File: src/rtl/memdiag_pkg.sv
// Package: shared constants for the memory diagnostic error capture block.
// Assumes byte offsets and a fixed four-flag layout used by both the
// event inputs and the clear register data.
package memdiag_pkg;
    localparam int NUM_FLAGS = 4;

    // Flag bit positions (decoded by software, so fixed)
    localparam int FLG_UNC_RD = 0;
    localparam int FLG_UNC_WR = 1;
    localparam int FLG_COR_RD = 2;
    localparam int FLG_COR_WR = 3;

    // Register byte offsets
    localparam logic [3:0] OFS_FLAGS = 4'h0;
    localparam logic [3:0] OFS_CLEAR = 4'h8;
    localparam logic [3:0] OFS_EADDR = 4'hC;

    // Mode value that turns diagnostics on
    localparam logic [1:0] MODE_DIAG_ON = 2'b11;
endpackage

File: src/rtl/memdiag_flag_bank.sv
// Module: memdiag_flag_bank
// A bank of sticky flags. A set pulse forces a flag to 1, a clear pulse
// forces it to 0, and set has priority over clear in the same cycle.
// Assumes set and clear are single-cycle qualified strobes.
module memdiag_flag_bank #(
    parameter int N = 4
) (
    input  logic         clk,
    input  logic         rst_n,
    input  logic [N-1:0] set_i,
    input  logic [N-1:0] clr_i,
    output logic [N-1:0] flag_o
);
    for (genvar g = 0; g < N; g++) begin : g_flag
        logic q;
        // Hold one sticky flag: set wins, then clear, else keep
        always_ff @(posedge clk) begin
            if (!rst_n)
                q <= 1'b0;
            else if (set_i[g])
                q <= 1'b1;
            else if (clr_i[g])
                q <= 1'b0;
        end
        assign flag_o[g] = q;
    end
endmodule

File: src/rtl/memdiag_addr_capture.sv
// Module: memdiag_addr_capture
// Records the failing-access address when diagnostics are on and at least
// one event is reported; otherwise it holds the last captured value.
// Assumes the address is valid in the same cycle as the event pulses.
module memdiag_addr_capture #(
    parameter int N      = 4,
    parameter int ADDR_W = 32
) (
    input  logic              clk,
    input  logic              rst_n,
    input  logic [N-1:0]      evt_i,
    input  logic [ADDR_W-1:0] addr_i,
    input  logic [1:0]        mode_i,
    input  logic              en_i,
    output logic [ADDR_W-1:0] cap_o
);
    import memdiag_pkg::*;

    logic diag_on;
    logic take;

    // Decide whether this cycle's address is captured
    always_comb begin
        diag_on = (mode_i == MODE_DIAG_ON) || en_i;
        take    = diag_on && (|evt_i);
    end

    // Hold the captured address register
    always_ff @(posedge clk) begin
        if (!rst_n)
            cap_o <= '0;
        else if (take)
            cap_o <= addr_i;
    end
endmodule

File: src/rtl/memdiag_regif.sv
// Module: memdiag_regif
// Decodes the register port: produces clear strobes from writes to the
// clear register and multiplexes read data by offset. Writes to every
// other offset are dropped; unmapped offsets read zero.
module memdiag_regif #(
    parameter int N      = 4,
    parameter int DATA_W = 32,
    parameter int ADDR_W = 32,
    parameter int OFS_W  = 4
) (
    input  logic              bus_wr,
    input  logic [OFS_W-1:0]  bus_ofs,
    input  logic [DATA_W-1:0] bus_wdata,
    input  logic [N-1:0]      flag_i,
    input  logic [ADDR_W-1:0] cap_i,
    output logic [N-1:0]      clr_o,
    output logic [DATA_W-1:0] bus_rdata
);
    import memdiag_pkg::*;

    logic unused_wdata_hi;
    assign unused_wdata_hi = ^bus_wdata[DATA_W-1:N];

    // Turn a clear-register write into per-flag clear strobes
    always_comb begin
        clr_o = '0;
        if (bus_wr && (bus_ofs == OFS_W'(OFS_CLEAR)))
            clr_o = bus_wdata[N-1:0];
    end

    // Select read data for the presented offset
    always_comb begin
        bus_rdata = '0;
        if (bus_ofs == OFS_W'(OFS_FLAGS))
            bus_rdata[N-1:0] = flag_i;
        else if (bus_ofs == OFS_W'(OFS_EADDR))
            bus_rdata = DATA_W'(cap_i);
    end
endmodule

File: src/rtl/memdiag_errcap.sv
// Module: memdiag_errcap (top)
// Memory diagnostic error capture: sticky error flags with write-one clear
// and a captured failing address gated by the diagnostic mode.
// Assumes event pulses last one cycle and follow the flag bit layout.
module memdiag_errcap #(
    parameter int DATA_W = 32,
    parameter int ADDR_W = 32,
    parameter int OFS_W  = 4
) (
    input  logic                               clk,
    input  logic                               rst_n,
    input  logic [memdiag_pkg::NUM_FLAGS-1:0]  err_evt,
    input  logic [ADDR_W-1:0]                  err_addr,
    input  logic [1:0]                         test_mode,
    input  logic                               test_en,
    input  logic                               bus_wr,
    input  logic [OFS_W-1:0]                   bus_ofs,
    input  logic [DATA_W-1:0]                  bus_wdata,
    output logic [DATA_W-1:0]                  bus_rdata
);
    import memdiag_pkg::*;

    logic [NUM_FLAGS-1:0] flag_q;
    logic [NUM_FLAGS-1:0] clr_s;
    logic [ADDR_W-1:0]    cap_q;

    memdiag_regif #(
        .N(NUM_FLAGS), .DATA_W(DATA_W), .ADDR_W(ADDR_W), .OFS_W(OFS_W)
    ) u_regif (
        .bus_wr   (bus_wr),
        .bus_ofs  (bus_ofs),
        .bus_wdata(bus_wdata),
        .flag_i   (flag_q),
        .cap_i    (cap_q),
        .clr_o    (clr_s),
        .bus_rdata(bus_rdata)
    );

    memdiag_flag_bank #(.N(NUM_FLAGS)) u_flags (
        .clk   (clk),
        .rst_n (rst_n),
        .set_i (err_evt),
        .clr_i (clr_s),
        .flag_o(flag_q)
    );

    memdiag_addr_capture #(.N(NUM_FLAGS), .ADDR_W(ADDR_W)) u_cap (
        .clk   (clk),
        .rst_n (rst_n),
        .evt_i (err_evt),
        .addr_i(err_addr),
        .mode_i(test_mode),
        .en_i  (test_en),
        .cap_o (cap_q)
    );
endmodule

File: config.mk
export PLATFORM = sky130hd
export DESIGN_NAME = memdiag_errcap
export DESIGN_NICKNAME = d
export VERILOG_FILES = /design/src/rtl/memdiag_pkg.sv /design/src/rtl/memdiag_flag_bank.sv /design/src/rtl/memdiag_addr_capture.sv /design/src/rtl/memdiag_regif.sv /design/src/rtl/memdiag_errcap.sv
export SDC_FILE = /design/constraint.sdc
export NUM_CORES = 1
export LEC_CHECK = 0
export BUFFER_PORTS_ARGS = -buffer_cell sky130_fd_sc_hd__buf_2
export CAP_MARGIN = 20
export CORE_UTILIZATION = 44
export CTS_BUF_LIST = sky130_fd_sc_hd__clkbuf_8
export CTS_CLUSTER_DIAMETER = 40
export DETAILED_ROUTE_END_ITERATION = 8
export PLACE_DENSITY = 0.94
export SETUP_SLACK_MARGIN = 0.2
export SKIP_CTS_REPAIR_TIMING = 1
export SYNTH_ARGS = -nofsm -noshare
export SYNTH_HDL_FRONTEND = slang
export SYNTH_SLANG_ARGS = --single-unit
export TNS_END_PERCENT = 10
File: constraint.sdc
create_clock -name clk -period 1.5 [get_ports clk]
set_clock_uncertainty 0.2 [all_clocks]
set_input_delay 0.3 -clock clk [delete_from_list [all_inputs] [get_ports clk]]
set_output_delay 0.3 -clock clk [all_outputs]
set_load 0.03 [all_outputs]
After elaboration in Yosys (flattened, before gate mapping):

Cells that the tools add are included.

* input bits: 78
* output and inout port bits: 32
* logic and storage cells: 29
* register bits: 36

* reduce and logical (&&, ||, !) cells: 9
* multiplexer cells: 12
* equality and inequality tests: 3

Operator list (count)
* 32-bit 2-to-1 mux: 1
* 28-bit 2-to-1 mux: 1
* 4-bit == test (second input constant): 2
* 1-bit 2-to-1 mux: 8
* 4-bit 2-to-1 mux: 2
* 2-bit nonzero test: 4
* 4-bit logical NOT: 1
* 4-bit OR reduction: 1
* 2-bit == test (second input constant): 1
* 1-bit logical AND: 2
* 1-bit logical OR: 1

Longest topological paths before layout:

Gate-level depths: netlist of the first run.

* word-level depth: 5
* mapped depth: 5
* depth with buffers taken out: 3

Cells and area by module:

Synthesis of the first run repeated with hierarchy kept, for this count alone.

* cells, all modules: 209
* area, all modules: 1880.6 um^2

Modules (own cells, without submodules)
* memdiag_addr_capture: area each 1286.2 um^2, cells each 141, times used 1, sequential area each 640.6 um^2
* memdiag_regif: area each 399.1 um^2, cells each 52, times used 1, sequential area each 0.0 um^2
* memdiag_flag_bank: area each 195.2 um^2, cells each 16, times used 1, sequential area each 80.1 um^2

Least setup slack after synthesis of the first run:

Ideal clock, no wire load.

* path kind: input port to output port
* start: input bus_ofs[3]
* end: output bus_rdata[1]
* buffers on the path: 1
* stages on the path: 4
* data required time: 1.000 ns
* arrival: 1.390 ns
* slack: -0.390 ns
* path through: and2_1 > buf_2 > a22oi_1 > nor3_1

* cells in the longest elaborated chain, start to end: 3
* elaborated cells between the ends (all ways): 4
* classes of those cells: eq/ne (1); mux (2); reduce/logical (1)

RTL lines
* start: declaration: RTL line memdiag_errcap.sv:17 `input logic [OFS_W-1:0] bus_ofs,`
* 4-bit == test: RTL line memdiag_regif.sv:36 `else if (bus_ofs == OFS_W'(OFS_EADDR))`
* 32-bit 2-to-1 mux: RTL line memdiag_regif.sv:36
* 4-bit 2-to-1 mux (*): RTL line memdiag_regif.sv:34 `if (bus_ofs == OFS_W'(OFS_FLAGS))`
* end: declaration: RTL line memdiag_errcap.sv:19 `output logic [DATA_W-1:0] bus_rdata`

Mark *: on every way between the ends. The rest lies on a longest branch, timed or not.

Final worst setup path of the first run:

* start: input bus_ofs[3]
* end: output bus_rdata[15]

* cells in the longest elaborated chain, start to end: 3
* elaborated cells between the ends (all ways): 4
* classes of those cells: eq/ne (1); mux (2); reduce/logical (1)

RTL lines (RTL line)
* 4-bit == test: memdiag_regif.sv:36
* 32-bit 2-to-1 mux: memdiag_regif.sv:36
* 28-bit 2-to-1 mux (*): memdiag_regif.sv:34

Marks and branches as above.

==> results.sh, run 1 <==
export IMPL_violations="setup timing"
export IMPL_yosysMostFrequentCell="nand2_1"
export IMPL_critPathSlowestCell="and2_4"
export IMPL_regArea_um2=727
export IMPL_worstPathArrival_ns=1.11
export IMPL_syn_area_per_cell_um2=8.57
export IMPL_synth_edf_count=0
export IMPL_netlist_area_um2=1740
export IMPL_synth_top_area_share_pct=41.4
export IMPL_syn_num_nets=281
export IMPL_start_kind="primary input"
export IMPL_max_slew_worst_pin_slew_ns=0.276
export IMPL_start_util_pct=46.8
export IMPL_synth_area_top_cells="dfxtp_1 41%, mux2i_1 18%, nand2_1 14%, and3_1 10%, buf_8 2.6%"
export IMPL_synth_flop_cell="dfxtp_1"
export IMPL_nFillCells=290
export IMPL_max_cap_violations=0
export IMPL_grt_ovfl_total=0
export IMPL_cts_tree="yes"
export IMPL_finalCritPeriodShare_pct=107
export IMPL_post_route_cells_drive_above_1_share_pct=51.1
export IMPL_holdPathStages=2
export IMPL_ios=110
export IMPL_coreArea_um2=3720
export IMPL_cp_slowest_stage_delay_ns=0.19
export IMPL_grt_max_degree=39
export IMPL_dr_total_vias=1681
export IMPL_yosys_warnings=0
export IMPL_chipHeight_um=64.9
export IMPL_dpl_cell_area_um2=2310
export IMPL_met1_usage_pct=21.5
export IMPL_power_frac_seq_pct=45.0
export IMPL_syn_to_final_growth_pct=52.4
export IMPL_rrSetupSlack_ns=0.59
export IMPL_io_buffers=81
export IMPL_viasPerCell=5.06
export IMPL_p_leak_nw=1.36
export IMPL_grtUsageMet3_pct=2.99
export IMPL_diodes=0
export IMPL_first_pass_iters=4
export IMPL_worst_path_max_fanout=21
export IMPL_fin_ws_ns=-0.110
export IMPL_synth_top_cells_by_count="64 x nand2_1, 36 x dfxtp_1, 32 x mux2i_1, 28 x and3_1, 8 x clkbuf_1"
export IMPL_clk_path_buf_depth=2
export IMPL_gr_usage_all_layers_pct=21.1
export IMPL_ys_types=18
export IMPL_grt_pass1_vias=1617
export IMPL_drtIter0Drc=44
export IMPL_r2r_cells=2
export IMPL_grt_pass1_wl_um=6800
export IMPL_clkLatencyLatePin_ns=0.28
export IMPL_hp_start="bus_wdata[1]"
export IMPL_finalCriticalPeriod_ns=1.61
export IMPL_r2r_start="u_flags.g_flag[2].q$_SDFFE_PN0P_"
export IMPL_dp_hpwl_um=3090
export IMPL_place_congestion=0.740
export IMPL_die_w_um=64.9
export IMPL_crit_chain="buf_6 -> and2_4 -> buf_12 -> and3_2 -> buf_2"
export IMPL_peakVddDrop_mv=0.633
export IMPL_hp_class="primary input to flip-flop"
export IMPL_grt_busiest_layer="met2"
export IMPL_netSwitchingPower_mw=0.563
export IMPL_critPathKind="primary input to output pin"
export IMPL_status="finished, violations left"
export IMPL_clkPwrFrac_pct=38.5
export IMPL_clkTransAtPathRegs_ns=0.07
export IMPL_cts_htree_levels=2
export IMPL_synth_top_area_cell="dfxtp_1"
export IMPL_finalInstanceArea_um2=2650
export IMPL_rsz0062_at_grt="true"
export IMPL_slew_limit_headroom_pct=81.6
export IMPL_fmax_mhz=621
export IMPL_cp_data_required_time_ns=1.00
export IMPL_seq_area_frac_synth_pct=41.4
export IMPL_cts_buffers=5
export IMPL_drc_errors=0
export IMPL_finalHoldViolCount=0
export IMPL_slew_viol_final=0
export IMPL_pre_cts_slack_ns=-0.167
export IMPL_detail_route_antenna_nets=0
export IMPL_async_flop_share_pct=0
export IMPL_intPower_mw=1.80
export IMPL_fp_row_count=22
export IMPL_multi_input_area_um2=1020
export IMPL_power_density_nw_per_um2=892
export IMPL_cts_root_buf="clkbuf_8"
export IMPL_swShare_pct=23.8
export IMPL_rr_endpoint="u_flags.g_flag[2].q$_SDFFE_PN0P_"
export IMPL_comb_power_share_pct=16.5
export IMPL_wl_um=4500
export IMPL_setup_viol=32
export IMPL_min_to="u_flags.g_flag[1].q$_SDFFE_PN0P_"
export IMPL_synthCells=203
export IMPL_endpoint_kind="output pin"
export IMPL_nets=361
export IMPL_grt_util_met2_pct=41.4
export IMPL_die_area_um2=4210
export IMPL_cts_sinks=36
export IMPL_ys_seq_elements=36
export IMPL_wl_per_cell_um=13.5
export IMPL_antenna_found_initial=0
stage by stage:
step           hold WS, ns  setup TNS, ns  instances  total power [mW]  util (%)
6_report            0.0279          -2.47        332              2.37      71.4
5_1_grt             0.0337          -3.30        332              2.48      71.4
4_1_cts             0.0265          -3.86        332              2.36      65.5
3_5_place_dp         0.243          -3.72        324              1.45      62.1
3_3_place_gp         0.237          -3.71        324              1.43      62.1
2_1_floorplan        0.230              0        203              1.31         -
registers in the layout, indices dropped and copies added, names as in the netlist:
| signal | count |
|---|---|
| u_flags.g_flag.q | 4 |
| u_cap.cap_o | 32 |
logic make-up after synthesis:
group / Yosys count / share of synthesized area, %
mux: 32 / 18.4
compound gates: 14 / 6.97
simple gates: 100 / 26.3
buf+inv: 21 / 6.90
flops: 36 / 41.4
power groups by stage:
stage	clock (mW)	combinational, mW	sequential, mW
floorplan	0	0.235	1.07
global placement	0	0.354	1.08
detailed placement	0	0.367	1.08
CTS	0.927	0.369	1.06
global route	0.982	0.424	1.07
finish	0.913	0.390	1.07
worst max-delay path: cells and delay by family:
kind	cells	cell delay, ns
buffers and inverters	3	0.42
and+or+nand+nor	2	0.38
layout make-up:
type	instances	area share (%)
clock inverters	1	1.13
repair buffers	90	26.5
well taps	48	2.26
inverters	4	0.566
flip-flops and latches	36	27.4
clock buffers	7	3.63
multi-input cells	146	38.5
how the worst max path moves through the flow:
stage / endpoint / slack (ns) / startpoint / depth (start not counted)
2_1_floorplan: bus_rdata[10] / 0.01 / bus_ofs[1] / 3
3_3_place_gp: bus_rdata[0] / -0.13 / bus_ofs[2] / 5
3_5_place_dp: bus_rdata[0] / -0.17 / bus_ofs[3] / 5
4_1_cts: bus_rdata[0] / -0.17 / bus_ofs[3] / 5
5_1_grt: bus_rdata[15] / -0.14 / bus_ofs[3] / 5
6_report: bus_rdata[15] / -0.11 / bus_ofs[3] / 5
cells in the final DEF (no fill, tap or decap), drive strengths merged:
cell type,instances
clkbuf,7
and3,28
inv,4
nor3,4
o21ai,4
and3b,1
a41oi,5
nand2,64
and2,1
dfxtp,36
a21oi,1
mux2i,32
buf,90
nor2,2
a22oi,4
bufinv,1
per-layer routing:
metal	wire (µm)	vias up
met5	0	-
met4	87	0
met3	217	7
met2	2450	47
met1	1740	782
li1	-	845
No activity file was read; power rests on OpenSTA's default activity.
==> run 2, diff against run 1 <==
--- a/config.mk
+++ b/config.mk
@@ -7,11 +7,10 @@
 export LEC_CHECK = 0
 export BUFFER_PORTS_ARGS = -buffer_cell sky130_fd_sc_hd__buf_2
 export CAP_MARGIN = 20
-export CORE_UTILIZATION = 44
-export CTS_BUF_LIST = sky130_fd_sc_hd__clkbuf_8
+export CORE_UTILIZATION = 42
 export CTS_CLUSTER_DIAMETER = 40
 export DETAILED_ROUTE_END_ITERATION = 8
-export PLACE_DENSITY = 0.94
+export PLACE_DENSITY = 0.91
 export SETUP_SLACK_MARGIN = 0.2
 export SKIP_CTS_REPAIR_TIMING = 1
 export SYNTH_ARGS = -nofsm -noshare
==> run 2 against run 1 <==
The run still ends with setup timing left. Non-clock buffer count is 4 higher. Via count up 3.6%. Combinational power up 11%. Register-to-register slack better by 0.03 ns. Sequential power is essentially flat. Final cell count up 2.1%. First-iteration DRC count grew 140%. Maximum frequency barely moved. Utilization shrank 1.8 points. Critical path type unchanged.
==> results.sh, run 2 (same netlist as run 1, synthesis figures left out) <==
export IMPL_status="finished, violations left"
export IMPL_violations="setup timing"
export IMPL_cts_htree_levels=2
export IMPL_coreArea_um2=4000
export IMPL_gr_usage_all_layers_pct=19.8
export IMPL_power_density_nw_per_um2=837
export IMPL_top_register="u_cap.cap_o"
export IMPL_clk_path_buf_depth=2
export IMPL_syn_to_final_growth_pct=59.8
export IMPL_setup_viol=32
export IMPL_finalInstanceArea_um2=2780
export IMPL_final_setup_tns_ns=-2.15
export IMPL_place_congestion=0.699
export IMPL_cts_sinks=36
export IMPL_holdWs_ns=0.0213
export IMPL_dr_total_vias=1741
export IMPL_die_w_um=66.4
export IMPL_antenna_found_initial=0
export IMPL_grt_max_degree=42
export IMPL_final_cell_mix="64 x nand2_1, 47 x buf_2, 33 x buf_6, 32 x mux2i_1, 30 x dfxtp_1"
export IMPL_max_slew_worst_pin_slew_ns=0.253
export IMPL_worst_path_max_fanout=5
export IMPL_peakVddDrop_mv=0.632
export IMPL_max_cap_violations=0
export IMPL_ios=110
export IMPL_io_buffers=81
export IMPL_p_leak_nw=1.40
export IMPL_fmax_mhz=622
export IMPL_post_route_cells_drive_above_1_share_pct=51.9
export IMPL_endpoint_kind="output pin"
export IMPL_first_pass_iters=4
export IMPL_die_area_um2=4400
export IMPL_pre_cts_slack_ns=-0.143
export IMPL_cp_data_required_time_ns=1.00
export IMPL_finalCritPeriodShare_pct=107
export IMPL_reg_top3="u_cap.cap_o (32), u_flags.g_flag.q (4)"
export IMPL_finalCriticalPeriod_ns=1.61
export IMPL_final_common_cell="nand2_1"
export IMPL_slew_viol_final=0
export IMPL_viasPerCell=5.14
export IMPL_fin_ws_ns=-0.108
export IMPL_clkTransAtPathRegs_ns=0.08
export IMPL_largest_reg_flops=32
export IMPL_drtIter0Drc=105
export IMPL_dp_hpwl_um=2970
export IMPL_p_total_mw=2.33
export IMPL_clkLatencyLatePin_ns=0.28
export IMPL_finalNonFillerCells=339
export IMPL_critPathKind="primary input to output pin"
export IMPL_finalHoldViolCount=0
export IMPL_detail_route_antenna_nets=0
export IMPL_diodes=0
export IMPL_dpl_cell_area_um2=2340
export IMPL_cp_slowest_stage_delay_ns=0.21
export IMPL_nFillCells=304
export IMPL_dpl_cell_count=327
export IMPL_grt_pass1_vias=1509
export IMPL_critPathSlowestCell="and3_2"
export IMPL_cts_root_buf="clkbuf_8"
export IMPL_cts_buffers=5
export IMPL_wl_per_cell_um=14.5
export IMPL_hp_class="primary input to flip-flop"
export IMPL_fp_row_count=23
export IMPL_grt_pass1_wl_um=6610
export IMPL_grt_ovfl_total=0
export IMPL_cts_tree="yes"
export IMPL_rsz0062_at_grt="true"
export IMPL_crit_chain="buf_8 -> and2_4 -> clkbuf_16 -> and3_2 -> buf_6"
export IMPL_start_util_pct=43.5
export IMPL_utilization_pct=69.5
export IMPL_start_kind="primary input"
export IMPL_slew_limit_headroom_pct=83.1
export IMPL_wl_um=4920
export IMPL_nets=366
export IMPL_chipHeight_um=66.4
export IMPL_worstPathArrival_ns=1.11
export IMPL_drc_errors=0
[run 2: cell count changes in the layout (fill, tap and decap cells not counted), sizes merged]
cell and delta:
and2 +1, buf +2, clkinv +1, clkbuf +1
[run 2: final cells by class]
cell class / instances / area [µm²] / share of cell area [%]
Multi-Input combinational cell: 147 / 1030 / 37.1
Timing Repair Buffer: 94 / 837 / 30.1
Clock buffer: 6 / 72.6 / 2.61
Inverter: 4 / 15.0 / 0.540
Tap cell: 50 / 62.6 / 2.25
Clock inverter: 2 / 35.0 / 1.26
Sequential cell: 36 / 728 / 26.2
[run 2: layer usage]
layer	track usage (%)	vias to the layer above	share of wire, %
li1	-	859	-
met1	22.9	825	42
met2	35.5	51	53
met3	4.83	6	4.7
met4	6.38	0	0.94
met5	0	-	0
[run 2: power by group]
part / internal [mW] / leakage (nW) / switching, mW
Clock: 0.493 / 0.0552 / 0.337
Sequential: 1.03 / 0.300 / 0.0340
Combinational: 0.217 / 1.05 / 0.216
Total: 1.74 / 1.40 / 0.587
[run 2: path summary, 6_finish.rpt]
kind / to / from / cells past startpoint / slack [ns]
max reg2reg: u_flags.g_flag[0].q$_SDFFE_PN0P_ / u_flags.g_flag[0].q$_SDFFE_PN0P_ / 2 / 0.62
min reg2reg: u_cap.cap_o[18]$_SDFFE_PN0P_ / u_cap.cap_o[18]$_SDFFE_PN0P_ / 2 / 0.25
max: bus_rdata[11] / bus_ofs[2] / 5 / -0.11
min: u_flags.g_flag[2].q$_SDFFE_PN0P_ / bus_wdata[2] / 2 / 0.02
[run 2: critical path, delay by kind of cell]
kind	cells	cell delay (ns)
buffers and inverters	3	0.41
and+or+nand+nor	2	0.40
